$ cat src/rtl/psort_pkg.sv
`timescale 1ns/1ps
package psort_pkg;
  localparam int unsigned DEF_PATHS     = 4;
  localparam int unsigned DEF_STEP_BITS = 2;
  localparam int unsigned DEF_KEEP      = 2;
  localparam int unsigned DEF_METRIC_W  = 8;

  // index width that never collapses to zero
  function automatic int unsigned idx_w(input int unsigned n);
    return (n > 1) ? $clog2(n) : 1;
  endfunction
endpackage

$ cat src/rtl/psort_cx_sort.sv
`timescale 1ns/1ps
// Odd-even transposition network; keeps the KEEP smallest keys in order.
module psort_cx_sort #(
  parameter int unsigned N     = 4,
  parameter int unsigned KEY_W = 12,
  parameter int unsigned KEEP  = 2
) (
  input  logic [N*KEY_W-1:0]    key_i,
  output logic [KEEP*KEY_W-1:0] key_o
);
  logic [KEY_W-1:0] st [N+1][N];

  for (genvar i = 0; i < N; i++) begin : g_in
    assign st[0][i] = key_i[i*KEY_W +: KEY_W];
  end

  for (genvar s = 0; s < N; s++) begin : g_stage
    localparam int FIRST = s % 2;
    for (genvar i = 0; i < N; i++) begin : g_lane
      if (i >= FIRST && ((i - FIRST) % 2) == 0 && (i + 1) < N) begin : g_lo
        assign st[s+1][i] = (st[s][i+1] < st[s][i]) ? st[s][i+1] : st[s][i];
      end else if (i >= FIRST + 1 && ((i - 1 - FIRST) % 2) == 0) begin : g_hi
        assign st[s+1][i] = (st[s][i] < st[s][i-1]) ? st[s][i-1] : st[s][i];
      end else begin : g_pass
        assign st[s+1][i] = st[s][i];
      end
    end
  end

  for (genvar k = 0; k < KEEP; k++) begin : g_out
    assign key_o[k*KEY_W +: KEY_W] = st[N][k];
  end
endmodule

$ cat src/rtl/psort_rank_sel.sv
`timescale 1ns/1ps
// Rank-based partial selection: slot s receives the key with rank s.
// Keys must be unique (parent and pattern fields guarantee this).
module psort_rank_sel #(
  parameter int unsigned N     = 8,
  parameter int unsigned KEY_W = 12,
  parameter int unsigned KEEP  = 4
) (
  input  logic [N*KEY_W-1:0]    key_i,
  output logic [KEEP*KEY_W-1:0] key_o
);
  localparam int unsigned RANK_W = psort_pkg::idx_w(N);

  logic [KEY_W-1:0]  key  [N];
  logic [RANK_W-1:0] rank [N];

  for (genvar i = 0; i < N; i++) begin : g_rank
    assign key[i] = key_i[i*KEY_W +: KEY_W];
    always_comb begin
      rank[i] = '0;
      for (int j = 0; j < N; j++) begin
        if (j != i && key[j] < key[i]) rank[i] = rank[i] + RANK_W'(1);
      end
    end
  end

  for (genvar s = 0; s < KEEP; s++) begin : g_slot
    logic [KEY_W-1:0] acc;
    always_comb begin
      acc = '0;
      for (int i = 0; i < N; i++) begin
        if (rank[i] == RANK_W'(s)) acc = acc | key[i];
      end
    end
    assign key_o[s*KEY_W +: KEY_W] = acc;
  end
endmodule

$ cat src/rtl/psort_two_stage.sv
`timescale 1ns/1ps
module psort_two_stage #(
  parameter int unsigned NUM_PATHS = psort_pkg::DEF_PATHS,
  parameter int unsigned STEP_BITS = psort_pkg::DEF_STEP_BITS,
  parameter int unsigned KEEP      = psort_pkg::DEF_KEEP,
  parameter int unsigned METRIC_W  = psort_pkg::DEF_METRIC_W,
  localparam int unsigned FANOUT   = 1 << STEP_BITS,
  localparam int unsigned NUM_CAND = NUM_PATHS * FANOUT,
  localparam int unsigned PAR_W    = psort_pkg::idx_w(NUM_PATHS)
) (
  input  logic                            clk_i,
  input  logic                            rst_ni,
  input  logic                            valid_i,
  input  logic [NUM_CAND*METRIC_W-1:0]    metric_i,
  output logic                            valid_o,
  output logic [NUM_PATHS*PAR_W-1:0]      parent_o,
  output logic [NUM_PATHS*STEP_BITS-1:0]  pattern_o,
  output logic [NUM_PATHS*METRIC_W-1:0]   metric_o
);
  localparam int unsigned KEY_W   = METRIC_W + PAR_W + STEP_BITS;
  localparam int unsigned NUM_MID = NUM_PATHS * KEEP;

  // key = {metric, parent, pattern}: smaller key wins, ties resolve by index
  logic [NUM_MID*KEY_W-1:0]   s1_d, s1_q;
  logic [NUM_PATHS*KEY_W-1:0] s2_d, s2_q;
  logic                       s1_valid, s2_valid;

  for (genvar p = 0; p < NUM_PATHS; p++) begin : g_path
    logic [FANOUT*KEY_W-1:0] cand;
    for (genvar t = 0; t < FANOUT; t++) begin : g_cand
      assign cand[t*KEY_W +: KEY_W] =
        {metric_i[(p*FANOUT+t)*METRIC_W +: METRIC_W], PAR_W'(p), STEP_BITS'(t)};
    end
    psort_cx_sort #(.N(FANOUT), .KEY_W(KEY_W), .KEEP(KEEP)) u_stage1 (
      .key_i(cand),
      .key_o(s1_d[p*KEEP*KEY_W +: KEEP*KEY_W])
    );
  end

  always_ff @(posedge clk_i or negedge rst_ni) begin
    if (!rst_ni) begin
      s1_valid <= 1'b0;
      s1_q     <= '0;
    end else begin
      s1_valid <= valid_i;
      if (valid_i) s1_q <= s1_d;
    end
  end

  psort_rank_sel #(.N(NUM_MID), .KEY_W(KEY_W), .KEEP(NUM_PATHS)) u_stage2 (
    .key_i(s1_q),
    .key_o(s2_d)
  );

  always_ff @(posedge clk_i or negedge rst_ni) begin
    if (!rst_ni) begin
      s2_valid <= 1'b0;
      s2_q     <= '0;
    end else begin
      s2_valid <= s1_valid;
      if (s1_valid) s2_q <= s2_d;
    end
  end

  assign valid_o = s2_valid;

  for (genvar k = 0; k < NUM_PATHS; k++) begin : g_dec
    logic [KEY_W-1:0] ent;
    assign ent = s2_q[k*KEY_W +: KEY_W];
    assign pattern_o[k*STEP_BITS +: STEP_BITS] = ent[STEP_BITS-1:0];
    assign parent_o[k*PAR_W +: PAR_W]          = ent[STEP_BITS +: PAR_W];
    assign metric_o[k*METRIC_W +: METRIC_W]    = ent[KEY_W-1 -: METRIC_W];
  end
endmodule

$ cat config.mk
export PLATFORM = sky130hd
export DESIGN_NAME = psort_two_stage
export DESIGN_NICKNAME = d
export VERILOG_FILES = /design/src/rtl/psort_pkg.sv /design/src/rtl/psort_cx_sort.sv /design/src/rtl/psort_rank_sel.sv /design/src/rtl/psort_two_stage.sv
export SDC_FILE = /design/constraint.sdc
export NUM_CORES = 1
export LEC_CHECK = 0
export BUFFER_PORTS_ARGS = -buffer_cell sky130_fd_sc_hd__buf_2
export CORE_UTILIZATION = 40
export CTS_CLUSTER_SIZE = 25
export DETAILED_ROUTE_END_ITERATION = 10
export PLACE_DENSITY = 0.6
export SYNTH_ARGS = -nofsm -noshare
export SYNTH_HDL_FRONTEND = slang
export SYNTH_SLANG_ARGS = --single-unit
$ cat constraint.sdc
create_clock -name clk_i -period 8.1 [get_ports clk_i]
set_input_delay 0.405 -clock clk_i [delete_from_list [all_inputs] [get_ports clk_i]]
set_output_delay 0.405 -clock clk_i [all_outputs]
set_load 0.05 [all_outputs]
==> reports/qor.yml <==
clock_tree:
  cts_buffer_depth: 2
  htreeDepth: 4
  cts_root_buffer: "clkbuf_16"
  cts_buffers: 17
  cts_sinks: 131
  cts_tree: "done"
  path_clk_slew_ps: 60
  clock_latency_ps: 470
logic_synthesis:
  synth_top_area_share: 0.259
  synth_edf_count: 0
  ys_ff_latch: 131
  yosysWarnings: 0
  synth.avg_cell_area_um2: 7.88
  synthMostInstantiatedCell: "ha_1"
  syn_nets: 3784
  synth_area_leaders: "ha_1, dfrtp_1, a21oi_1"
  yosysSeqAreaShare: 0.132
  yosysTopAreaCell: "ha_1"
  syn_area_um2: 24800
  synth_commonest_cells: "ha_1, nor2_1, inv_1"
  async_flop_share: 1.00
  ys_types: 92
  postSynthCellCount: 3141
  yosys_most_used_dff: "dfrtp_1"
floorplanning:
  die_w_um: 251
  start_util: 0.408
  fp-row-count: 90
  core-area_um2: 60700
  design.die.area_um2: 62900
  chipHeight_um: 251
  io_pins: 180
grt:
  grt_max_degree: 91
  grt_pass1_vias: 23300
  grt-ovfl-total: 0
  grt_util_all_layers: 0.304
  antenna_found_initial: 2
  grt_first_pass_wirelength_um: 145000
timing:
  timing.final.crit_share: 0.936
  rsz0062_at_grt: "no"
  hold_viol: 0
  slew_headroom: 0.229
  worst_pin_slew_ps: 1120
  fmax_ghz: 0.132
  fin_hold_ws_ps: 417
  min_period_ps: 7580
  finClkSkew_ps: 18.9
  drv_slew: 0
  final.setup.tns_ps: 0
  setup_viol: 0
setup_path:
  cp-start-kind: "input pin"
  crit_required_ps: 8440
  slowest_delay_ps: 460
  cpLargestDelayFamily: "compound AO/OA/AOI/OAI gates"
  path_common_cell: "a21o_1"
  crit_path_start: "metric_i[37]"
  critPathMaxFanout: 19
  cp_slowest_cell: "a21boi_2"
  cp-end-kind: "flip-flop"
  reg2reg_depth: 26
  r2r_slack_ps: 740
  cp_num_cells: 34
  crit_end: "s1_q[42]"
  r2r-start: "s1_q[19]"
  cp_num_buf_inv: 4
  worstSetupPathType: "in2reg"
  worstReg2RegEnd: "s2_q[12]"
  arrival_ps: 7920
job:
  maxCapViolCount: 0
drt:
  avgRoutedWirePerCell_um: 23.4
  totalWireLength_um: 97300
  viasPerCell: 6.11
  drtIter0Drc: 3024
  drt_pass1_iterations: 11
  antenna_left: 0
  vias: 25400
  drc_errors: 0
final_layout:
  antennaDiodeCount: 0
  syn2layout_area_growth_pct: 12.7
  drive_gt1_frac: 0.144
  nets: 4007
  post-route-util: 0.460
  fillCellCount: 6104
outcome:
  run_status: "completed"
placed_design:
  portBuffers: 179
  gp_congestion: 1.05
  hpwl_um: 77100
min_path:
  min_path_type: "in2reg"
stage by stage:
stage	cells	instance area (um2)	setup WS, ps
3_3_place_gp	4126	27300	145
3_5_place_dp	4126	27300	103
4_1_cts	4159	27900	587
5_1_grt	4159	27900	7.29
2_1_floorplan	3141	24800	20.7
6_report	4159	27900	518
state kept, by name (all words and copies together), names as in the netlist:
name,flops
s1_q,81
s1_valid,1
s2_q,48
valid_o,1
worst register-to-register path, stage by stage, from the launching register on:
cell and delay (ps):
dfrtp_1 430, inv_1 320, ha_1 330, a21oi_1 140
o21ai_0 160, a2111oi_4 650, a41o_1 280, ha_1 290
xnor2_1 300, inv_1 90, ha_1 300, o211ai_1 110
o31ai_2 140, ha_1 300, mux2_2 270, ha_1 260
nand2b_1 120, o211ai_1 150, inv_1 90, ha_1 170
nor4b_1 310, xnor3_1 290, xor3_1 930, nand2_1 180
o21ai_0 220, a221oi_1 80, a31oi_1 330
worst min path at each step:
stage	start	end	slack, ps	cells after the start
after floorplan	rst_ni	s1_q[0]	110	0
after global placement	rst_ni	s2_q[3]	450	1
after detailed placement	rst_ni	s2_q[3]	440	1
after CTS	metric_i[10]	s1_q[6]	410	5
after global routing	metric_i[99]	s1_q[79]	470	5
final	metric_i[10]	s1_q[6]	420	5
placed cells by master (no fill, tap or decap), types with 14 or more instances in the layout:
master	Yosys	routed
ha_1	512	512
nor2_1	279	279
inv_1	261	261
nand2_1	258	258
a21oi_1	218	216
buf_2	12	177
buf_4	2	143
o21ai_0	138	135
a21o_1	133	133
dfrtp_1	131	130
nand4_1	87	87
mux2i_1	76	76
mux2_2	66	66
a31oi_1	60	60
o211ai_1	51	51
nand3_1	50	50
a221oi_1	50	50
nor3_1	50	48
a211oi_1	46	46
a22oi_1	42	42
nand2b_1	40	40
and2_1	33	33
xnor2_1	26	26
a22o_1	26	26
nor2b_1	24	24
o22ai_1	23	23
a21boi_0	22	21
xor2_1	19	19
nor4_1	19	19
o21a_1	17	17
clkbuf_16	0	17
and4_1	16	16
o221ai_1	16	16
and3_1	14	14
final cells by class:
class | count | area, um2 | area share
inverter | 262 | 983 | 0.0353
timing repair buffer | 323 | 2000 | 0.0717
clock buffer | 18 | 439 | 0.0157
multi-input combinational | 2629 | 20100 | 0.720
clock inverter | 14 | 141 | 0.00507
sequential | 131 | 3280 | 0.118
tap | 782 | 978 | 0.0351
timing repair:
| action | CTS | global route |
|---|---|---|
| endpoints found under the hold margin | 62 | 0 |
| setup buffers | 0 | 0 |
| resized for setup | 0 | 4 |
| hold buffers | 1 | 0 |
| setup endpoints to repair | 0 | 16 |
cells by family after synthesis:
logic type | Yosys count | synth area share
AOI/OAI and AO/OA | 979 | 0.276
and+or+nand+nor | 931 | 0.181
adders and majority gates | 512 | 0.259
buffers and inverters | 381 | 0.0590
muxes | 142 | 0.0608
DFF | 131 | 0.132
xor gates and xnor gates | 65 | 0.0319
routing by layer:
layer,track usage,wire (um),share of wire,up-vias
met3,0.0591,8780,0.090,243
met1,0.410,42300,0.44,11700
li1,-,-,-,12300
met2,0.460,40600,0.42,1173
met5,0,22,0.00023,-
met4,0.154,5500,0.057,4
Power is left out: the tool's default activity adds up to more than one toggle a clock period on the data nets, which glitch-free logic cannot reach.
